<file path="src/rtl/vfo_pkg.sv">
package vfo_pkg;
  localparam int unsigned VADDR_W   = 14;
  localparam int unsigned NUM_LANES = 3;
  localparam int unsigned LANE_FX   = 0;  // pulls address line 6
  localparam int unsigned LANE_FY   = 1;  // pulls address line 7
  localparam int unsigned LANE_REG  = 2;  // pulls address line 8

  typedef struct packed {
    logic fy;
    logic fx;
  } fine_t;
endpackage

</file>
<file path="src/rtl/vfo_strobe.sv">
module vfo_strobe #(
  parameter int unsigned SYNC_STAGES = 2
) (
  input  logic clk,
  input  logic rst_n,
  input  logic rd_n,
  output logic rst_sync_n,
  output logic rd_start,
  output logic rd_end
);
  logic [SYNC_STAGES-1:0] sync_q;
  logic                   rd_q;
  logic                   rd_d;

  always_ff @(posedge clk or negedge rst_n) begin
    if (!rst_n) sync_q <= '0;
    else        sync_q <= {sync_q[SYNC_STAGES-2:0], 1'b1};
  end

  assign rst_sync_n = sync_q[SYNC_STAGES-1];

  always_comb rd_d = rd_n;

  always_ff @(posedge clk or negedge rst_sync_n) begin
    if (!rst_sync_n) rd_q <= 1'b1;
    else             rd_q <= rd_d;
  end

  assign rd_start = ~rd_n & rd_q;
  assign rd_end   = rd_n & ~rd_q;
endmodule

</file>
<file path="src/rtl/vfo_fetch_track.sv">
module vfo_fetch_track
  import vfo_pkg::*;
#(
  parameter int unsigned AW     = VADDR_W,
  parameter int unsigned FX_BIT = 0,
  parameter int unsigned FY_BIT = 5
) (
  input  logic          clk,
  input  logic          rst_sync_n,
  input  logic          rd_n,
  input  logic          rd_end,
  input  logic [AW-1:0] vaddr,
  output logic          armed,
  output fine_t         fine
);
  logic [AW-1:0] addr_q, addr_d;
  logic          hold_en;
  logic          is_tile;
  logic          arm_d;
  fine_t         fine_d;

  assign hold_en = ~rd_n;

  always_comb begin
    addr_d = addr_q;
    if (hold_en) addr_d = vaddr;
  end

  always_comb begin
    is_tile = addr_q[13] & ~addr_q[12] & ~(&addr_q[9:6]);
  end

  always_comb begin
    arm_d  = armed;
    fine_d = fine;
    if (rd_end) begin
      if (armed) begin
        arm_d = 1'b0;
      end else if (is_tile) begin
        arm_d   = 1'b1;
        fine_d.fx = addr_q[FX_BIT];
        fine_d.fy = addr_q[FY_BIT];
      end
    end
  end

  always_ff @(posedge clk or negedge rst_sync_n) begin
    if (!rst_sync_n) begin
      addr_q <= '0;
      armed  <= 1'b0;
      fine   <= '0;
    end else begin
      addr_q <= addr_d;
      armed  <= arm_d;
      fine   <= fine_d;
    end
  end
endmodule

</file>
<file path="src/rtl/vfo_lane_drive.sv">
module vfo_lane_drive
  import vfo_pkg::*;
#(
  parameter int unsigned LANES = NUM_LANES
) (
  input  logic             clk,
  input  logic             rst_sync_n,
  input  logic             rd_n,
  input  logic             rd_start,
  input  logic             armed,
  input  fine_t            fine,
  input  logic             region_sel,
  output logic [LANES-1:0] drv_oe,
  output logic [LANES-1:0] drv_lvl
);
  logic [LANES-1:0] req;
  logic [LANES-1:0] drv_q, drv_d;

  for (genvar i = 0; i < LANES; i++) begin : g_lane
    if (i == LANE_FX) begin : g_fx
      assign req[i] = ~fine.fx;
    end else if (i == LANE_FY) begin : g_fy
      assign req[i] = ~fine.fy;
    end else begin : g_reg
      assign req[i] = region_sel;
    end
    assign drv_lvl[i] = 1'b0;
    assign drv_oe[i]  = drv_q[i] & ~rd_n;
  end

  always_comb begin
    drv_d = drv_q;
    if (rd_n)          drv_d = '0;
    else if (rd_start) drv_d = armed ? req : '0;
  end

  always_ff @(posedge clk or negedge rst_sync_n) begin
    if (!rst_sync_n) drv_q <= '0;
    else             drv_q <= drv_d;
  end
endmodule

</file>
<file path="src/rtl/vfo_attr_override.sv">
module vfo_attr_override
  import vfo_pkg::*;
(
  input  logic                 clk,
  input  logic                 rst_n,
  input  logic                 rd_n,
  input  logic [VADDR_W-1:0]   vaddr,
  input  logic                 region_sel,
  output logic [NUM_LANES-1:0] drv_oe,
  output logic [NUM_LANES-1:0] drv_lvl
);
  logic  rst_sync_n;
  logic  rd_start, rd_end;
  logic  armed;
  fine_t fine;

  vfo_strobe #(.SYNC_STAGES(2)) u_strobe (
    .clk        (clk),
    .rst_n      (rst_n),
    .rd_n       (rd_n),
    .rst_sync_n (rst_sync_n),
    .rd_start   (rd_start),
    .rd_end     (rd_end)
  );

  vfo_fetch_track #(.AW(VADDR_W), .FX_BIT(0), .FY_BIT(5)) u_track (
    .clk        (clk),
    .rst_sync_n (rst_sync_n),
    .rd_n       (rd_n),
    .rd_end     (rd_end),
    .vaddr      (vaddr),
    .armed      (armed),
    .fine       (fine)
  );

  vfo_lane_drive #(.LANES(NUM_LANES)) u_drive (
    .clk        (clk),
    .rst_sync_n (rst_sync_n),
    .rd_n       (rd_n),
    .rd_start   (rd_start),
    .armed      (armed),
    .fine       (fine),
    .region_sel (region_sel),
    .drv_oe     (drv_oe),
    .drv_lvl    (drv_lvl)
  );
endmodule

</file>
<file path="config.mk">
export PLATFORM = sky130hd
export DESIGN_NAME = vfo_attr_override
export DESIGN_NICKNAME = d
export VERILOG_FILES = /design/src/rtl/vfo_pkg.sv /design/src/rtl/vfo_strobe.sv /design/src/rtl/vfo_fetch_track.sv /design/src/rtl/vfo_lane_drive.sv /design/src/rtl/vfo_attr_override.sv
export SDC_FILE = /design/constraint.sdc
export NUM_CORES = 1
export LEC_CHECK = 0
export CAP_MARGIN = 20
export CORE_MARGIN = 3
export CORE_UTILIZATION = 45
export DETAILED_ROUTE_END_ITERATION = 6
export GPL_ROUTABILITY_DRIVEN = 0
export MAX_ROUTING_LAYER = met4
export PLACE_DENSITY_LB_ADDON = 0.25
export REMOVE_ABC_BUFFERS = 1
export SETUP_SLACK_MARGIN = 0.1
export SYNTH_ARGS = -nofsm -noshare
export SYNTH_HDL_FRONTEND = slang
export SYNTH_SLANG_ARGS = --single-unit
</file>
<file path="constraint.sdc">
create_clock -name clk -period 1.15 [get_ports clk]
set_input_delay 0.23 -clock clk [delete_from_list [all_inputs] [get_ports clk]]
set_output_delay 0.23 -clock clk [all_outputs]
set_load 0.01 [all_outputs]
</file>
==> qor.yml, run 1 <==
setup_path:
  worst-path-buf-inv: 0
  worstReg2RegEnd: "u_track.fine[0]"
  slowest_delay_ns: 0.39
  critPathKind: "register to register"
  crit_fanout: 3
  worst_setup_path_start_kind: "register"
  crit_family: "simple AND/OR/NAND/NOR gates"
  crit_chain: "nor4b_2 > nand3_1 > mux2_2"
  r2r_start: "u_strobe.rd_q"
  cp.required_ns: 1.33
  end_kind: "register"
  critPathSlowestCell: "dfstp_2"
  r2r_setup_slack_ns: -0.04
  arrival_ns: 1.37
  r2r_cells: 3
yosys:
  postSynthAreaPerCell_um2: 13.1
  ys_types: 18
  synthCells: 52
  ys_seq_elements: 17
  yosysSeqAreaShare_pct: 62.8
  ys_warn_count: 0
  synth_area_um2: 679
sta:
  max_freq_ghz: 0.840
  rsz0062_at_grt: "yes"
  post-route-period-util_pct: 104
  finalHoldViolations: 0
  setup_viol: 3
  fin_hold_ws_ns: 0.0940
  fin_ws_ns: -0.0404
  fin_skew_ns: 0.00151
  slew_viol_final: 0
  finalCriticalPeriod_ns: 1.19
power_and_ir_drop:
  power-per-cell-area_nw_per_um2: 1320
  switching_share_pct: 22.8
  pwr-share-clk_pct: 25.4
  ir_drop_mv: 0.977
  p_sw_mw: 0.275
  power_frac_comb_pct: 15.8
  pwr-share-seq_pct: 58.9
  finalPower_mw: 1.20
  intPower_mw: 0.930
  p_leak_nw: 0.426
min_path:
  hold_class: "input port to asynchronous set/reset pin"
placement:
  placed_cells: 86
  placed_cell_area_um2: 871
  port_buffers: 14
  dp_hpwl_um: 733
detailed_routing:
  wirelength_um: 961
  drc_errors: 0
  vias: 448
  ant_nets: 0
  wl_per_cell_um: 10.4
  drt_iter0_drc: 3
  first_pass_iters: 4
  viasPerCell: 4.87
clock_network:
  h-tree-depth: 1
  clockRootBuffer: "clkbuf_4"
  clockBufferDepth: 2
  clk_pin_slew_ns: 0.09
  insertion_delay_ns: 0.28
  ctsHoldBuffers: 0
  cts_sinks: 17
  cts_buffers: 3
  cts_tree: "built"
die:
  rows: 13
  coreArea_um2: 1350
  die_width_um: 44.9
  start_util_pct: 50.3
  dieArea_um2: 2010
  die_h_um: 44.9
  io-pin-count: 24
grt:
  grt_overflow_total: 0
  grt_max_degree: 16
  track_usage_pct: 11.8
  grt_pass1_wl_mm: 1.66
  grt_antenna_before_repair: 0
  grt_pass1_vias: 414
cells_and_area:
  nNetsFinal: 96
  drive_above_1_share_pct: 40.3
  n_antenna_cell: 0
  most-common-layout-cells: "dfrtp_1 (16), mux2_2 (10), clkdlybuf4s50_1 (10), buf_4 (8), conb_1 (4)"
  area_growth_pct: 34.4
  final_common_cell: "dfrtp_1"
  fin_area_um2: 913
  fin_util_pct: 67.7
  stdcell_count: 92
status:
  status: "finished with violations"
  violations: "negative setup slack"
job:
  cap_viol_max_count: 0
[power by group through the flow]
stage	clock (mW)	sequential, mW	combinational, mW
3_5_place_dp	0	0.720	0.182
4_1_cts	0.319	0.707	0.181
3_3_place_gp	0	0.718	0.179
6_report	0.305	0.709	0.190
2_1_floorplan	0	0.719	0.0870
5_1_grt	0.344	0.724	0.212
[worst register-to-register path, delay by kind of cell, from the launching register on]
kind	cells	cell delay, ns
simple gates	2	0.40
flops	1	0.39
mux	1	0.29
[through the flow]
step	setup slack (ns)	TNS, ns
after global placement	-0.469	-4.86
after global routing	-0.150	-0.365
final	-0.0404	-0.0838
after CTS	-0.0424	-0.0990
after floorplan	-0.0287	-0.0575
after detailed placement	-0.479	-5.04
[area by class of cell]
cell class                 instances  area [um2]
fill                             109         437
multi-input combinational         30         235
inverter                           3        11.3
sequential                        17         427
clock buffer                       4        26.3
timing repair buffer              23         195
tap                               15        18.8
[kinds of logic after synthesis]
kind of cell | synth area share (%)
muxes | 16.6
AOI/OAI and AO/OA | 3.31
DFF | 62.8
other | 1.11
and+or+nand+nor | 10.5
buffers and inverters | 5.71
[layer usage]
layer / track usage (%) / vias up / part of all wire [%]
met3: 3.59 / 2 / 11
li1: - / 222 / -
met4: 5.26 / 0 / 1.5
met5: - / - / 0
met2: 16.6 / 19 / 41
met1: 15.6 / 205 / 46
[state kept, by name, summed over array words and instances (netlist names)]
signal           cells
u_track.addr_q       8
u_drive.drv_q        3
u_strobe.sync_q      2
u_track.fine         2
u_strobe.rd_q        1
u_track.armed        1
[what timing repair did]
| item | in CTS | in global routing |
|---|---|---|
| pin swaps | 1 | 2 |
| resized for setup | 13 | 6 |
| setup endpoints to repair | 14 | 8 |
| buffers inserted | 1 | 1 |
[worst max path at each step]
stage                             start  slack (ns)  depth (start not counted)               to
final                     u_strobe.rd_q       -0.04                          3  u_track.fine[0]
after global routing      u_track.armed       -0.15                          3  u_track.fine[1]
after CTS                 u_track.armed       -0.04                          3  u_track.fine[0]
after detailed placement           rd_n       -0.48                          3        drv_oe[2]
after global placement             rd_n       -0.47                          3        drv_oe[2]
after floorplan           u_strobe.rd_q       -0.03                          3  u_track.fine[0]
[synthesized netlist by cell type]
| master | n | share of area, % |
|---|---|---|
| o22ai_1 | 2 | 1.8 |
| nand3_1 | 2 | 1.5 |
| nand2b_1 | 1 | 0.92 |
| nand2_1 | 2 | 1.1 |
| nor4b_2 | 1 | 2.2 |
| nor2_1 | 2 | 1.1 |
| buf_2 | 1 | 0.74 |
| nand4_1 | 1 | 0.92 |
| dfstp_2 | 1 | 3.9 |
| a21oi_1 | 1 | 0.74 |
| mux2_2 | 10 | 17 |
| and2_1 | 2 | 1.8 |
| dfrtp_1 | 16 | 59 |
| nor2b_1 | 1 | 0.92 |
| buf_4 | 3 | 3.3 |
| o21ai_0 | 1 | 0.74 |
| inv_1 | 3 | 1.7 |
| conb_1 | 2 | 1.1 |
Power figures use the tool's default switching activity.
==> run 2: changes to the inputs <==
--- a/config.mk
+++ b/config.mk
@@ -6,10 +6,13 @@
 export NUM_CORES = 1
 export LEC_CHECK = 0
 export CAP_MARGIN = 20
+export CELL_PAD_IN_SITES_DETAIL_PLACEMENT = 1
+export CELL_PAD_IN_SITES_GLOBAL_PLACEMENT = 2
 export CORE_MARGIN = 3
-export CORE_UTILIZATION = 45
+export CORE_UTILIZATION = 29
 export DETAILED_ROUTE_END_ITERATION = 6
 export GPL_ROUTABILITY_DRIVEN = 0
+export GPL_TIMING_DRIVEN = 1
 export MAX_ROUTING_LAYER = met4
 export PLACE_DENSITY_LB_ADDON = 0.25
 export REMOVE_ABC_BUFFERS = 1
@@ -17,3 +20,4 @@
 export SYNTH_ARGS = -nofsm -noshare
 export SYNTH_HDL_FRONTEND = slang
 export SYNTH_SLANG_ARGS = --single-unit
+export TNS_END_PERCENT = 100
==> qor.yml, run 2 (synthesis gave the netlist of run 1 again) <==
status:
  status: "finished with violations"
  violations: "negative setup slack"
cells_and_area:
  drive_above_1_share_pct: 44.4  # +4.2 points
  top_register: "u_track.addr_q"
  final_common_cell: "dfrtp_1"
  area_growth_pct: 41.8
  multi_input_area_um2: 244  # +3.7%
  nNetsFinal: 100  # +4.2%
  largest_register_ffs: 8  # unchanged
  ff_latch_area_um2: 427  # unchanged
  fill_cells: 234  # +110%
  n_antenna_cell: 0  # unchanged
  most-common-layout-cells: "dfrtp_1 (16), buf_4 (13), mux2_2 (10), clkdlybuf4s50_1 (10), conb_1 (4)"
  reg_top3: "u_track.addr_q x8, u_drive.drv_q x3"
  stdcell_count: 108  # +17%
min_path:
  hold_class: "input port to asynchronous set/reset pin"
setup_path:
  crit_family: "flip-flops"
  slowest_delay_ns: 0.41  # +0.02 ns
  worst_setup_path_start_kind: "register"
  crit_fanout: 3  # unchanged
  critPathKind: "register to register"
  crit_chain: "nor4b_4 > nand3_2 > mux2_2"
  worst-path-buf-inv: 0  # unchanged
  end_kind: "register"
  arrival_ns: 1.36  # about the same
  cp.required_ns: 1.31  # -0.02 ns
  worst-path-stages: 3  # unchanged
  critPathSlowestCell: "dfrtp_1"
  r2r_cells: 3  # unchanged
placement:
  port_buffers: 14  # unchanged
  placed_cells: 100  # +16%
  dp_hpwl_um: 978  # +33%
  dp_slack_ns: -0.549  # -0.0697 ns
power_and_ir_drop:
  finalPower_mw: 1.23  # +1.8%
  power-per-cell-area_nw_per_um2: 1270  # -3.5%
  p_leak_nw: 0.439  # +3.1%
  ir_drop_mv: 0.632  # -35%
detailed_routing:
  viasPerCell: 4.38  # -10%
  drt_iter0_drc: 0  # -3
  drc_errors: 0  # unchanged
  wirelength_mm: 1.24  # +29%
  wl_per_cell_um: 11.4  # +9.6%
  ant_nets: 0  # unchanged
  first_pass_iters: 1  # -3
  vias: 473  # +5.6%
sta:
  fin_skew_ns: 0.00168  # +0.000167 ns
  finalHoldViolations: 0  # unchanged
  slew_viol_final: 0  # unchanged
  setup_viol: 2  # -1
  max_freq_ghz: 0.836  # -0.48%
  finalCriticalPeriod_ns: 1.20  # +0.00570 ns
  post-route-period-util_pct: 104  # +0.50 points
  fin_ws_ns: -0.0461  # -0.00570 ns
  rsz0062_at_grt: "yes"
die:
  io-pin-count: 24  # unchanged
  die_width_um: 54.4  # +21%
  dieArea_um2: 2960  # +47%
  rows: 16  # +3
  coreArea_um2: 2080  # +54%
  start_util_pct: 32.6  # -18 points
  die_h_um: 54.4  # +21%
clock_network:
  clockBufferDepth: 2  # unchanged
  clockRootBuffer: "clkbuf_4"
  cts_buffers: 3  # unchanged
  cts_sinks: 17  # unchanged
  cts_tree: "built"
  clk_pin_slew_ns: 0.09  # about the same
  h-tree-depth: 1  # unchanged
  ctsHoldBuffers: 0  # unchanged
  insertion_delay_ns: 0.27  # about the same
grt:
  grt_max_degree: 16  # unchanged
  track_usage_pct: 10.5  # -1.3 points
  grt_pass1_vias: 545  # +32%
  grt_antenna_before_repair: 0  # unchanged
  grt_pass1_wl_mm: 2.10  # +26%
  grt_overflow_total: 0  # unchanged
job:
  cap_viol_max_count: 0  # unchanged
==> run 2: cell count changes in the layout (fill, tap and decap cells not counted), sizes merged <==
cell,before,now
buf,12,16
==> run 2: final timing paths <==
path,startpoint,slack (ns),to
worst max-delay path,u_track.armed,-0.05,u_track.fine[0]
worst min-delay path,rst_n,0.10,u_strobe.sync_q[1]
worst max register to register,u_track.armed,-0.05,u_track.fine[0]
worst min register to register,u_strobe.sync_q[1],0.19,u_drive.drv_q[2]
min in group clk,u_strobe.sync_q[0],0.36,u_strobe.sync_q[1]
max in group asynchronous,u_strobe.sync_q[1],0.72,u_strobe.rd_q
==> run 2: cell type report <==
| cell class | instances | area share [%] |
|---|---|---|
| sequential | 17 | 44.3 |
| multi-input combinational | 30 | 25.3 |
| timing repair buffer | 27 | 23.0 |
| tap | 27 | 3.51 |
| clock buffer | 4 | 2.73 |
| inverter | 3 | 1.17 |
==> run 2: through the flow <==
step           utilization, %  hold WS [ns]  instance area, um2  setup TNS (ns)
6_report                 46.3         0.104                 963         -0.0885
5_1_grt                  46.3        0.0735                 963          -0.304
4_1_cts                  44.6        0.0958                 928          -0.178
3_5_place_dp             43.3         0.188                 901           -6.33
3_3_place_gp             43.3         0.181                 901           -5.93
2_1_floorplan               -       -0.0656                 659         -0.0575
==> run 2: layer usage <==
| metal | share of wire, % | GRT usage, % | up-vias |
|---|---|---|---|
| met4 | 1.1 | 6.22 | 0 |
| met1 | 38 | 9.34 | 231 |
| met2 | 54 | 19.7 | 13 |
| met5 | 0 | - | - |
| met3 | 7.0 | 2.45 | 2 |
| li1 | - | - | 227 |
==> run 2: power by group <==
part | switching (mW) | internal [mW]
sequential | 0.0464 | 0.672
combinational | 0.0728 | 0.138
clock | 0.163 | 0.134
total | 0.282 | 0.944
==> run 2: repair_timing <==
item | 4_1_cts | 5_1_grt
endpoints found under the setup margin | 15 | 8
buffers inserted | 2 | 2
pin swaps | 1 | 1
gates resized for setup | 15 | 4
==> run 3: changes to the inputs <==
--- a/config.mk
+++ b/config.mk
@@ -10,6 +10,7 @@
 export CELL_PAD_IN_SITES_GLOBAL_PLACEMENT = 2
 export CORE_MARGIN = 3
 export CORE_UTILIZATION = 29
+export CTS_BUF_LIST = sky130_fd_sc_hd__clkbuf_8 sky130_fd_sc_hd__clkbuf_16
 export DETAILED_ROUTE_END_ITERATION = 6
 export GPL_ROUTABILITY_DRIVEN = 0
 export GPL_TIMING_DRIVEN = 1
==> qor.yml, run 3 (synthesis gave the netlist of run 1 again) <==
status:
  status: "finished with violations"
  violations: "negative setup slack"
grt:
  track_usage_pct: 10.8  # +0.29 points
  grt_antenna_before_repair: 0  # unchanged
  grt_max_degree: 16  # unchanged
  grt_overflow_total: 0  # unchanged
  grt_pass1_wl_mm: 2.13  # +1.7%
  grt_pass1_vias: 541  # -0.73%
detailed_routing:
  viasPerCell: 4.40  # +0.38%
  vias: 466  # -1.5%
  first_pass_iters: 3  # +2
  drc_errors: 0  # unchanged
  ant_nets: 0  # unchanged
  wl_per_cell_um: 11.7  # +2.1%
  wirelength_mm: 1.24  # +0.16%
  drt_iter0_drc: 1  # +1
cells_and_area:
  final_common_cell: "dfrtp_1"
  reg_top3: "u_track.addr_q x8, u_drive.drv_q x3"
  area_growth_pct: 42.0
  stdcell_count: 106  # -1.9%
  n_antenna_cell: 0  # unchanged
  fill_cells: 234  # unchanged
  largest_register_ffs: 8  # unchanged
  nNetsFinal: 98  # -2.0%
  drive_above_1_share_pct: 43.0  # -1.4 points
  top_register: "u_track.addr_q"
  most-common-layout-cells: "dfrtp_1 (16), mux2_2 (10), clkdlybuf4s50_1 (10), buf_4 (10), conb_1 (4)"
sta:
  slew_viol_final: 0  # unchanged
  setup_viol: 2  # unchanged
  post-route-period-util_pct: 106  # +1.7 points
  fin_skew_ns: 0.00293  # +0.00125 ns
  finalHoldViolations: 0  # unchanged
  finalCriticalPeriod_ns: 1.22  # +0.0192 ns
  fin_ws_ns: -0.0653  # -0.0192 ns
  rsz0062_at_grt: "yes"
  max_freq_ghz: 0.823  # -1.6%
placement:
  dp_slack_ns: -0.549  # unchanged
  dp_hpwl_um: 978  # unchanged
  port_buffers: 14  # unchanged
  placed_cells: 100  # unchanged
die:
  die_width_um: 54.4  # unchanged
  die_h_um: 54.4  # unchanged
  dieArea_um2: 2960  # unchanged
  io-pin-count: 24  # unchanged
  coreArea_um2: 2080  # unchanged
  rows: 16  # unchanged
  start_util_pct: 32.6  # unchanged
clock_network:
  ctsHoldBuffers: 0  # unchanged
  clk_pin_slew_ns: 0.06  # -0.03 ns
  h-tree-depth: 1  # unchanged
  clockRootBuffer: "clkbuf_8"
  cts_sinks: 17  # unchanged
  cts_buffers: 3  # unchanged
  clockBufferDepth: 2  # unchanged
  insertion_delay_ns: 0.24  # -0.03 ns
  cts_tree: "built"
power_and_ir_drop:
  power-per-cell-area_nw_per_um2: 1380  # +8.6%
  finalPower_mw: 1.33  # +8.8%
  ir_drop_mv: 0.755  # +20%
  p_leak_nw: 0.445  # +1.4%
setup_path:
  end_kind: "register"
  critPathKind: "register to register"
  arrival_ns: 1.35  # about the same
  crit_fanout: 3  # unchanged
  cp.required_ns: 1.28  # -0.03 ns
  worst_setup_path_start_kind: "register"
job:
  cap_viol_max_count: 0  # unchanged
min_path:
  hold_class: "input port to asynchronous set/reset pin"
## run 3: metal layers
metal | global-route usage, % | up-vias | wire length (um)
li1 | - | 221 | -
met1 | 9.51 | 230 | 465
met2 | 19.9 | 13 | 671
met3 | 3.27 | 2 | 87
met4 | 6.22 | 0 | 14
met5 | - | - | 0
## run 3: repair_timing
action	in CTS	in global routing
setup buffers	2	1
endpoints found under the setup margin	14	8
pin swaps	1	2
gates resized for setup	15	5
## run 3: cell type report
| type | instances | area (um2) | area share [%] |
|---|---|---|---|
| clock buffers | 3 | 41.3 | 4.28 |
| clock inverters | 1 | 3.75 | 0.389 |
| repair buffers | 25 | 210 | 21.8 |
| multi-input cells | 30 | 238 | 24.6 |
| inverters | 3 | 11.3 | 1.17 |
| flip-flops and latches | 17 | 427 | 44.2 |
| well taps | 27 | 33.8 | 3.50 |
## run 3: through the flow
step	util (%)	hold WS, ns	instance area [um2]	TNS (ns)
floorplan	-	-0.0656	659	-0.0575
global placement	43.3	0.181	901	-5.93
detailed placement	43.3	0.188	901	-6.33
CTS	45.5	0.139	947	-0.143
global route	46.3	0.132	965	-0.236
finish	46.3	0.144	965	-0.127
## run 3: worst paths after layout
| path | startpoint | end | slack [ns] | depth (start not counted) |
|---|---|---|---|---|
| hold / removal | rst_n | u_strobe.sync_q[1] | 0.14 | 1 |
| hold reg to reg | u_strobe.sync_q[1] | u_track.fine[1] | 0.18 | 1 |
| min in group clk | u_strobe.sync_q[0] | u_strobe.sync_q[1] | 0.35 | 0 |
| max in group asynchronous | u_strobe.sync_q[1] | u_strobe.rd_q | 0.73 | 1 |
| setup / recovery | u_strobe.rd_q | u_track.fine[0] | -0.07 | 3 |
| setup reg to reg | u_strobe.rd_q | u_track.fine[0] | -0.07 | 3 |
## run 3: power breakdown
| part | switching [mW] | internal (mW) |
|---|---|---|
| clock | 0.179 | 0.236 |
| sequential | 0.0429 | 0.673 |
| combinational | 0.0734 | 0.130 |
## run 3: critical path: stages (launching register included)
cell     delay, ns
dfstp_2       0.38
nor4b_2       0.27
nand3_1       0.16
mux2_2        0.30
